## src/rtl/core_wake_pkg.sv

```systemverilog
package core_wake_pkg;

  localparam int REG_W        = 32;
  localparam int STEP_W       = 3;
  localparam int LAST_STEP    = 7;
  localparam int RST_BIT_BASE = 13;

  localparam logic [REG_W-1:0] LOGIC_ON_CMD  = 32'h0030_0000;
  localparam logic [REG_W-1:0] LOGIC_OK_CMD  = 32'h0003_0000;
  localparam logic [REG_W-1:0] LOGIC_CLAMP   = 32'h0000_8000;
  localparam logic [REG_W-1:0] MEM_ARRAY_PD  = 32'h0000_0F00;
  localparam logic [REG_W-1:0] MEM_ON_CMD    = 32'h0000_0002;
  localparam logic [REG_W-1:0] MEM_OK_CMD    = 32'h0000_0001;
  localparam logic [REG_W-1:0] MEM_CLAMP     = 32'h0000_0004;
  localparam logic [REG_W-1:0] LOGIC_ON_STAT = 32'h3000_0000;
  localparam logic [REG_W-1:0] LOGIC_OK_STAT = 32'h0300_0000;
  localparam logic [REG_W-1:0] MEM_ON_STAT   = 32'h0000_0020;
  localparam logic [REG_W-1:0] MEM_OK_STAT   = 32'h0000_0010;

  typedef enum logic [2:0] {
    ST_IDLE,
    ST_RD_CTRL,
    ST_RD_PWR,
    ST_WR,
    ST_POLL
  } seqState_t;

  // strobes from the control FSM to the datapath
  typedef struct packed {
    logic latchCore;
    logic latchCtrl;
    logic loadRead;
    logic loadWrite;
    logic timerClr;
    logic timerRun;
    logic selCtrl;
  } dpCtrl_t;

  // Order of the steps is behaviour: index 7 is the reset release.
  function automatic logic [REG_W-1:0] stepSetBits(input logic [STEP_W-1:0] s);
    case (s)
      STEP_W'(0): return LOGIC_ON_CMD;
      STEP_W'(1): return LOGIC_OK_CMD;
      STEP_W'(4): return MEM_ON_CMD;
      STEP_W'(5): return MEM_OK_CMD;
      default:    return '0;
    endcase
  endfunction

  function automatic logic [REG_W-1:0] stepClrBits(input logic [STEP_W-1:0] s);
    case (s)
      STEP_W'(2): return LOGIC_CLAMP;
      STEP_W'(3): return MEM_ARRAY_PD;
      STEP_W'(6): return MEM_CLAMP;
      default:    return '0;
    endcase
  endfunction

  function automatic logic [REG_W-1:0] stepPollBits(input logic [STEP_W-1:0] s);
    case (s)
      STEP_W'(0): return LOGIC_ON_STAT;
      STEP_W'(1): return LOGIC_OK_STAT;
      STEP_W'(4): return MEM_ON_STAT;
      STEP_W'(5): return MEM_OK_STAT;
      default:    return '0;
    endcase
  endfunction

  function automatic logic stepPolls(input logic [STEP_W-1:0] s);
    return stepPollBits(s) != '0;
  endfunction

endpackage

```

## src/rtl/core_wake_dp.sv

```systemverilog
module core_wake_dp
  import core_wake_pkg::*;
#(
  parameter int ADDR_W      = 8,
  parameter int TIMER_W     = 16,
  parameter int CTRL_OFFSET = 'h30,
  parameter int PWR_BASE    = 'h34,
  parameter int PWR_STRIDE  = 4
) (
  input  logic               clk,
  input  logic               rstN,
  input  dpCtrl_t            cmd,
  input  logic [STEP_W-1:0]  stepIdx,
  input  logic               coreIn,
  input  logic [REG_W-1:0]   rdata,
  input  logic [TIMER_W-1:0] pollLimit,
  output logic [ADDR_W-1:0]  busAddr,
  output logic [REG_W-1:0]   busWdata,
  output logic               pollMet,
  output logic               coreIsOn,
  output logic               timedOut
);

  logic               coreReg;
  logic [REG_W-1:0]   ctrlSave;
  logic [REG_W-1:0]   valReg;
  logic [TIMER_W-1:0] timer;
  logic [REG_W-1:0]   rstMask;
  logic [REG_W-1:0]   stepVal;
  logic [REG_W-1:0]   pollBits;
  logic [ADDR_W-1:0]  pwrAddr;

  always_comb begin
    rstMask = '0;
    rstMask[RST_BIT_BASE + int'(coreReg)] = 1'b1;
  end

  assign pollBits = stepPollBits(stepIdx);
  assign stepVal  = (stepIdx == STEP_W'(LAST_STEP))
                  ? (ctrlSave | rstMask)
                  : ((valReg | stepSetBits(stepIdx)) & ~stepClrBits(stepIdx));
  assign pwrAddr  = ADDR_W'(PWR_BASE) + (coreReg ? ADDR_W'(PWR_STRIDE) : ADDR_W'(0));

  assign busAddr  = cmd.selCtrl ? ADDR_W'(CTRL_OFFSET) : pwrAddr;
  assign busWdata = stepVal;
  assign pollMet  = (rdata & pollBits) == pollBits;
  assign coreIsOn = (rdata & rstMask) != '0;
  assign timedOut = timer >= pollLimit;

  always_ff @(posedge clk or negedge rstN) begin
    if (!rstN) begin
      coreReg  <= 1'b0;
      ctrlSave <= '0;
      valReg   <= '0;
      timer    <= '0;
    end else begin
      if (cmd.latchCore) coreReg <= coreIn;
      if (cmd.latchCtrl) ctrlSave <= rdata;
      if (cmd.loadRead) valReg <= rdata;
      else if (cmd.loadWrite) valReg <= stepVal;
      if (cmd.timerClr) timer <= '0;
      else if (cmd.timerRun && (timer != '1)) timer <= timer + 1'b1;
    end
  end

endmodule

```

## src/rtl/core_wake_ctrl.sv

```systemverilog
module core_wake_ctrl
  import core_wake_pkg::*;
#(
  parameter int SEL_W = 2
) (
  input  logic              clk,
  input  logic              rstN,
  input  logic              startReq,
  input  logic [SEL_W-1:0]  coreSel,
  input  logic              busAck,
  input  logic              busErr,
  input  logic              pollMet,
  input  logic              coreIsOn,
  input  logic              timedOut,
  output dpCtrl_t           cmd,
  output logic [STEP_W-1:0] stepIdx,
  output logic              busRd,
  output logic              busWr,
  output logic              busy,
  output logic              donePulse,
  output logic              alreadyOn,
  output logic              errPulse
);

  localparam int MAX_CORE = 1;

  seqState_t state;
  logic      badSel;
  logic      ackOk;

  assign badSel = coreSel > SEL_W'(MAX_CORE);
  assign ackOk  = busAck && !busErr;
  assign busRd  = (state == ST_RD_CTRL) || (state == ST_RD_PWR) || (state == ST_POLL);
  assign busWr  = (state == ST_WR);
  assign busy   = (state != ST_IDLE);

  always_comb begin
    cmd           = '0;
    cmd.latchCore = (state == ST_IDLE) && startReq && !badSel;
    cmd.latchCtrl = (state == ST_RD_CTRL) && ackOk;
    cmd.loadRead  = ((state == ST_RD_PWR) || (state == ST_POLL)) && ackOk;
    cmd.loadWrite = (state == ST_WR) && ackOk;
    cmd.timerClr  = (state == ST_WR);
    cmd.timerRun  = (state == ST_POLL);
    cmd.selCtrl   = (state == ST_RD_CTRL) ||
                    ((state == ST_WR) && (stepIdx == STEP_W'(LAST_STEP)));
  end

  always_ff @(posedge clk or negedge rstN) begin
    if (!rstN) begin
      state     <= ST_IDLE;
      stepIdx   <= '0;
      donePulse <= 1'b0;
      alreadyOn <= 1'b0;
      errPulse  <= 1'b0;
    end else begin
      donePulse <= 1'b0;
      alreadyOn <= 1'b0;
      errPulse  <= 1'b0;
      case (state)
        ST_IDLE: begin
          if (startReq) begin
            if (badSel) errPulse <= 1'b1;
            else state <= ST_RD_CTRL;
          end
        end
        ST_RD_CTRL: begin
          if (busAck) begin
            if (busErr) begin
              errPulse <= 1'b1;
              state    <= ST_IDLE;
            end else if (coreIsOn) begin
              alreadyOn <= 1'b1;
              state     <= ST_IDLE;
            end else begin
              state <= ST_RD_PWR;
            end
          end
        end
        ST_RD_PWR: begin
          if (busAck) begin
            if (busErr) begin
              errPulse <= 1'b1;
              state    <= ST_IDLE;
            end else begin
              stepIdx <= '0;
              state   <= ST_WR;
            end
          end
        end
        ST_WR: begin
          if (busAck) begin
            if (busErr) begin
              errPulse <= 1'b1;
              state    <= ST_IDLE;
            end else if (stepIdx == STEP_W'(LAST_STEP)) begin
              donePulse <= 1'b1;
              state     <= ST_IDLE;
            end else if (stepPolls(stepIdx)) begin
              state <= ST_POLL;
            end else begin
              stepIdx <= stepIdx + 1'b1;
            end
          end
        end
        ST_POLL: begin
          if (busAck) begin
            if (busErr) begin
              errPulse <= 1'b1;
              state    <= ST_IDLE;
            end else if (pollMet) begin
              stepIdx <= stepIdx + 1'b1;
              state   <= ST_WR;
            end else if (timedOut) begin
              errPulse <= 1'b1;
              state    <= ST_IDLE;
            end
          end
        end
        default: state <= ST_IDLE;
      endcase
    end
  end

endmodule

```

## src/rtl/core_wake_seq.sv

```systemverilog
module core_wake_seq
  import core_wake_pkg::*;
#(
  parameter int ADDR_W      = 8,
  parameter int SEL_W       = 2,
  parameter int TIMER_W     = 16,
  parameter int CTRL_OFFSET = 'h30,
  parameter int PWR_BASE    = 'h34,
  parameter int PWR_STRIDE  = 4
) (
  input  logic               clk,
  input  logic               rstN,
  input  logic               startReq,
  input  logic [SEL_W-1:0]   coreSel,
  input  logic [TIMER_W-1:0] pollLimit,
  output logic [ADDR_W-1:0]  busAddr,
  output logic [31:0]        busWdata,
  output logic               busRd,
  output logic               busWr,
  input  logic [31:0]        busRdata,
  input  logic               busAck,
  input  logic               busErr,
  output logic               busy,
  output logic               donePulse,
  output logic               alreadyOn,
  output logic               errPulse
);

  dpCtrl_t           cmd;
  logic [STEP_W-1:0] stepIdx;
  logic              pollMet;
  logic              coreIsOn;
  logic              timedOut;

  core_wake_ctrl #(.SEL_W(SEL_W)) u_ctrl (
    .clk       (clk),
    .rstN      (rstN),
    .startReq  (startReq),
    .coreSel   (coreSel),
    .busAck    (busAck),
    .busErr    (busErr),
    .pollMet   (pollMet),
    .coreIsOn  (coreIsOn),
    .timedOut  (timedOut),
    .cmd       (cmd),
    .stepIdx   (stepIdx),
    .busRd     (busRd),
    .busWr     (busWr),
    .busy      (busy),
    .donePulse (donePulse),
    .alreadyOn (alreadyOn),
    .errPulse  (errPulse)
  );

  core_wake_dp #(
    .ADDR_W      (ADDR_W),
    .TIMER_W     (TIMER_W),
    .CTRL_OFFSET (CTRL_OFFSET),
    .PWR_BASE    (PWR_BASE),
    .PWR_STRIDE  (PWR_STRIDE)
  ) u_dp (
    .clk       (clk),
    .rstN      (rstN),
    .cmd       (cmd),
    .stepIdx   (stepIdx),
    .coreIn    (coreSel[0]),
    .rdata     (busRdata),
    .pollLimit (pollLimit),
    .busAddr   (busAddr),
    .busWdata  (busWdata),
    .pollMet   (pollMet),
    .coreIsOn  (coreIsOn),
    .timedOut  (timedOut)
  );

endmodule

```

## config.mk

```make
export PLATFORM = sky130hd
export DESIGN_NAME = core_wake_seq
export DESIGN_NICKNAME = d
export VERILOG_FILES = /design/src/rtl/core_wake_pkg.sv /design/src/rtl/core_wake_dp.sv /design/src/rtl/core_wake_ctrl.sv /design/src/rtl/core_wake_seq.sv
export SDC_FILE = /design/constraint.sdc
export NUM_CORES = 1
export LEC_CHECK = 0
export ABC_CLOCK_PERIOD_IN_PS = 3270
export CAP_MARGIN = 0
export CORE_MARGIN = 2
export CORE_UTILIZATION = 25
export CTS_CLUSTER_DIAMETER = 150
export DETAILED_ROUTE_END_ITERATION = 8
export SYNTH_ARGS = -nofsm -noshare
export SYNTH_HDL_FRONTEND = slang
export SYNTH_SLANG_ARGS = --single-unit
```

## constraint.sdc

```tcl
create_clock -name clk -period 3.27 [get_ports clk]
set_input_delay 0.654 -clock clk [delete_from_list [all_inputs] [get_ports clk]]
set_output_delay 0.654 -clock clk [all_outputs]
set_load 0.05 [all_outputs]
```

# == After elaboration in Yosys (flattened, before gate mapping) ==
# Index checks and enable logic that the tools add are counted.
# classes
n_addsub,4
magnitude_cmp,4
n_eq_ne,27
n_mux,59
bitwise_logic,6
reduce_logical,26
# ops
cell,count
two-way mux 32 bit,7
one-hot mux 30 bit (4 select lines),1
one-hot mux 22 bit (4 select lines),1
two-way mux 3 bit,23
AND 32 bit,2
nonzero test 32 bit,2
one-hot mux 16 bit (3 select lines),1
AND 32 x 30 -> 32 bit,1
== test 32 x 30 -> 1 bit,1
">= comparator 32 x 1 -> 1 bit, second input constant",1
"< comparator 32 x 7 -> 1 bit, second input constant",1
two-way mux 16 bit,2
NOT 16 -> 32 bit,1
OR 32 x 22 -> 32 bit,1
OR 32 bit,1
"inequality test 2 bit, second input constant",11
two-way mux 1 bit,17
"adder 16 x 1 -> 16 bit, second input constant",1
>= comparator 16 bit,1
"inequality test 16 bit, second input constant",1
"== test 3 bit, second input constant",5
one-hot mux 3 bit (5 select lines),1
"== test 3 x 2 -> 1 bit, second input constant",4
AND reduction 10 bit,1
21 further kinds,38
# word_totals
register_bits,90
output_inout_bits,46
wordCells,135

# == Longest topological paths before layout ==
# depth
depth_word,12
mapped_depth,8
ltp_nobuf,8

# == By module ==
# From an unflattened synthesis, not the netlist that was laid out.
# unflattened
hier_cells,532
area_unflattened_um2,5275.1
# by_module_without_submodules
mod,instances,cells_each,area_per_inst_um2,seq_area_each_um2
core_wake_dp,1,449,4563.1,2026.9
core_wake_ctrl,1,83,711.9,225.2

# == Worst setup path before layout ==
# No wires, ideal clock.
# synth_path
kind,reg2out
from,register u_ctrl.stepIdx[0]
to,output busAddr[3]
t_arrival_ns,2.516
t_required_ns,2.616
path_slack_ns,0.100
path_stages_with_launch,7
path_buffers,2
cell_sequence,dfrtp_1 ha_1 ha_1 clkbuf_1 clkbuf_1 nand2b_1 a21boi_0
# synth_via
elab_chain_cells,4
# synth_lines
item,line_no,text
"start, declared",core_wake_ctrl.sv:16,"output logic [STEP_W-1:0] stepIdx,"
"start signal, assigned",core_wake_ctrl.sv:102,stepIdx <= stepIdx + 1'b1;
"start signal, assigned",core_wake_ctrl.sv:112,stepIdx <= stepIdx + 1'b1;
== test 3 bit,core_wake_ctrl.sv:46,((state == ST_WR) && (stepIdx == STEP_W'(LAST_STEP)));
logical AND 1 bit,core_wake_ctrl.sv:46,
logical OR 1 bit,core_wake_ctrl.sv:45,cmd.selCtrl = (state == ST_RD_CTRL) ||
two-way mux 8 bit,core_wake_dp.sv:44,assign busAddr = cmd.selCtrl ? ADDR_W'(CTRL_OFFSET) : pwrAddr;
"end, declared",core_wake_seq.sv:16,"output logic [ADDR_W-1:0] busAddr,"
# No other way between the ends.

# == Worst setup path after layout ==
# layout_path
from,register u_ctrl.stepIdx[0]
to,output busWdata[14]
# layout_via
elab_chain_cells,2
# layout_lines
item,line_no,text
== test 3 bit,core_wake_dp.sv:39,assign stepVal = (stepIdx == STEP_W'(LAST_STEP))
two-way mux 32 bit,core_wake_dp.sv:40,? (ctrlSave | rstMask)
"end, declared",core_wake_seq.sv:17,"output logic [31:0] busWdata,"
# No other way between the ends.

==> flow_summary.toml <==
[outcome]
status = "finished, final reports clean"

[placed_design]
place_area_mm2 = 0.006364
dp_cells = 852
place_ws_ns = 0.05318
numPortBuffers = 94
hpwl_um = 8845
gp_congestion = 0.7588

[floorplan]
die-area_mm2 = 0.02148
die_w_um = 146.6
die_y_um = 146.6
ios = 101
core.rowCount = 52
coreArea_mm2 = 0.02010
initial_core_util_pct = 25.27

[logic_synthesis]
yosysMostFrequentCell = "dfrtp_1"
ys_ff_latch = 90
ys_warn_count = 0
syn_area_per_cell_um2 = 10.14
synth_seq_area_share_pct = 44.32
synth_top_area_share_pct = 44.32
yosys-top-cells-count = "90 x dfrtp_1, 55 x nand2_1, 51 x mux2_2"
synth_edf_count = 0
yosys.area.top_type = "dfrtp_1"
synth_cell_types = 51
async_reset_ff_share_pct = 100.0
synth.area.top_cells = "dfrtp_1 44%, mux2_2 11%, mux2i_1 7.1%"
netlist_area_mm2 = 0.005081
netlist_instances = 501
synth_ff_type = "dfrtp_1"

[timing]
slew_headroom_pct = 47.16
clock.fmax_ghz = 0.3228
min_period_over_period_pct = 94.74
tightest_slew_ns = 0.7896
grt_setup_unrepaired = "no"
finalMaxSlewViolations = 0
fin_setup_tns_ns = 0
finalClockSkew_ns = 0.01090
setup_ws_ns = 0.1721
worst_hold_slack_ns = 0.3200
setup_viol = 0
min_period_ns = 3.098
hold_viol = 0

[clock_tree]
max-clock-path-buffers = 2
hold_buffers = 0
clk_transition_reported_paths_ns = 0.07
cts_num_sinks = 90
post_cts_buffers = 0
ctsHtreeMaxLevel = 3
clock_latency_ns = 0.35
root_buffer = "clkbuf_16"
cts_buffers = 9
tritoncts = "done"

[layout]
syn2layout_area_growth_pct = 31.20
multi_input_area_mm2 = 0.002628
fillCellCount = 2032
final_nets = 671
fin_cells = 868
diodes = 0
final_area_mm2 = 0.006666
seq_area_mm2 = 0.002252
drive_gt1_share_pct = 17.89

[detailed_routing]
via_count = 3869
vias_per_cell = 4.457
initialDrtViolationCount = 172
drt-pass1-iter-count = 6
drt_wl_total_um = 12270
drc_errors = 0
wl_per_cell_um = 14.13
antenna_left = 0

[min_path]
holdCritPathClass = "in -> async"

[setup_path]
crit_type = "reg -> out"
reg2reg_from = "u_dp.timer[0]$_DFFE_PN0P_"
cp-end-kind = "primary output"
r2r-end = "u_ctrl.state[0]$_DFFE_PN0P_"
cp_num_cells = 5
crit_path_max_fanout = 12
critical_path_arrival_ns = 2.44
cp_top_family = "buffers and inverters"
cp_num_buf_inv = 1
start_kind = "flop"
worstPathRequired_ns = 2.62
rr_worst_depth = 8
endpoint = "busWdata[14]"
r2r_setup_slack_ns = 0.65
slowest_delay_ns = 0.86
cp-startpoint = "u_ctrl.stepIdx[0]$_DFFE_PN0P_"
crit_chain = "ha_1, ha_2, nor2_1, a21oi_1, clkdlybuf4s50_1"
critPathSlowestCell = "clkdlybuf4s50_1"

[power_and_ir_drop]
clkPwrFrac_pct = 20.4
swShare_pct = 41.55
pwr_density_cell_mw_per_mm2 = 751.9
vdd_drop_max_mv = 0.3242
p_int_uw = 2930
seq_power_share_pct = 33.9
p_comb_share_pct = 45.6
leakagePower_uw = 0.003272
p_switching_uw = 2083

[global_route]
grtUsageTotal_pct = 11.87
grt-ovfl-total = 0
grt_max_degree = 47
grt_pass1_vias = 3865
grt_pass1_wl_um = 20160
antenna_found_initial = 0

[job]
maxCapViolCount = 0
power by group through the flow:
stage	Clock [uW]	Combinational [uW]	Sequential (uW)
after floorplan	0	1650	1670
after global placement	0	2330	1710
after detailed placement	0	2340	1720
after CTS	1060	2330	1700
after global routing	1100	2480	1760
final	1020	2290	1700
per-stage QoR:
step           utilization, %  power, uW
6_report                33.16       5012
5_1_grt                 33.16       5340
4_1_cts                 33.03       5087
3_5_place_dp            31.65       4063
3_3_place_gp            31.65       4034
2_1_floorplan               -       3318
flip-flops by register name, indices dropped and copies added, names as in the netlist:
| name | count |
|---|---|
| u_ctrl.errPulse | 1 |
| u_ctrl.stepIdx | 3 |
| u_dp.ctrlSave | 32 |
| u_dp.coreReg | 1 |
| u_ctrl.state | 3 |
| u_dp.valReg | 32 |
| u_ctrl.donePulse | 1 |
| u_dp.timer | 16 |
| u_ctrl.alreadyOn | 1 |
worst register-to-register path, delay by kind of cell (launching register included):
family                     cells  cell delay (ns)
AOI/OAI and AO/OA              3             1.11
buffers and inverters          1             0.08
muxes                          1             0.35
and+or+nand+nor                2             0.23
adders and majority gates      1             0.26
DFF                            1             0.46
layout make-up:
class	instances	share of cell area, %
Clock inverter	4	0.5068
Tap cell	270	5.068
Timing Repair Buffer	108	16.14
Inverter	22	1.239
Clock buffer	12	3.848
Multi-Input combinational cell	362	39.41
Sequential cell	90	33.78
how the worst min path moves through the flow:
stage | startpoint | to | slack, ns | cells past startpoint
global placement | u_dp.valReg[30]$_DFFE_PN0P_ | u_dp.valReg[30]$_DFFE_PN0P_ | 0.46 | 2
detailed placement | u_dp.valReg[22]$_DFFE_PN0P_ | u_dp.valReg[22]$_DFFE_PN0P_ | 0.47 | 2
finish | rstN | u_dp.ctrlSave[8]$_DFFE_PN0P_ | 0.32 | 1
global route | rstN | u_dp.ctrlSave[8]$_DFFE_PN0P_ | 0.37 | 1
floorplan | rstN | u_ctrl.alreadyOn$_DFF_PN0_ | 0.36 | 0
CTS | rstN | u_dp.ctrlSave[8]$_DFFE_PN0P_ | 0.34 | 1
kinds of logic after synthesis:
kind of cell,synth area share [%]
AND/OR/NAND/NOR,13.52
multiplexers,19.28
flip-flops,44.32
AO/OA/AOI/OAI,10.69
buffers and inverters,4.654
adder cells (fa/ha/maj),5.664
XOR/XNOR,1.724
other,0.1478
timing repair:
action,in CTS,in global routing
setup endpoints to repair,10,10
endpoints found under the hold margin,0,0
resized for setup,10,10
placed cells by master (no fill, tap or decap), types with 2 or more instances in the layout:
cell type	count
dfrtp_1	90
clkdlybuf4s50_1	61
nand2_1	55
mux2_2	51
mux2i_1	36
o21ai_1	35
nor2_1	30
buf_4	23
inv_1	22
ha_1	22
o21ai_0	19
a21oi_1	15
nand3_1	11
nand4_1	10
dlymetal6s2s_1	10
dlygate4sd2_1	10
clkbuf_16	9
and3_1	6
xor2_1	6
conb_1	6
nor3_1	5
nor2b_1	4
mux2_1	4
xnor2_1	4
buf_12	4
nand2b_1	3
a22o_1	3
a211oi_1	3
and4_1	3
nand3b_1	2
nor3b_1	2
a21oi_2	2
nor4_1	2
clkbuf_8	2
inv_6	2
metal layers:
layer | global-route usage (%) | up-vias | routed length [um]
met2 | 18.94 | 57 | 5685
li1 | - | 1940 | -
met5 | 0 | - | 0
met1 | 15.72 | 1860 | 5892
met3 | 2.594 | 12 | 476
met4 | 4.660 | 0 | 210
(Power assumes the default switching activity.)
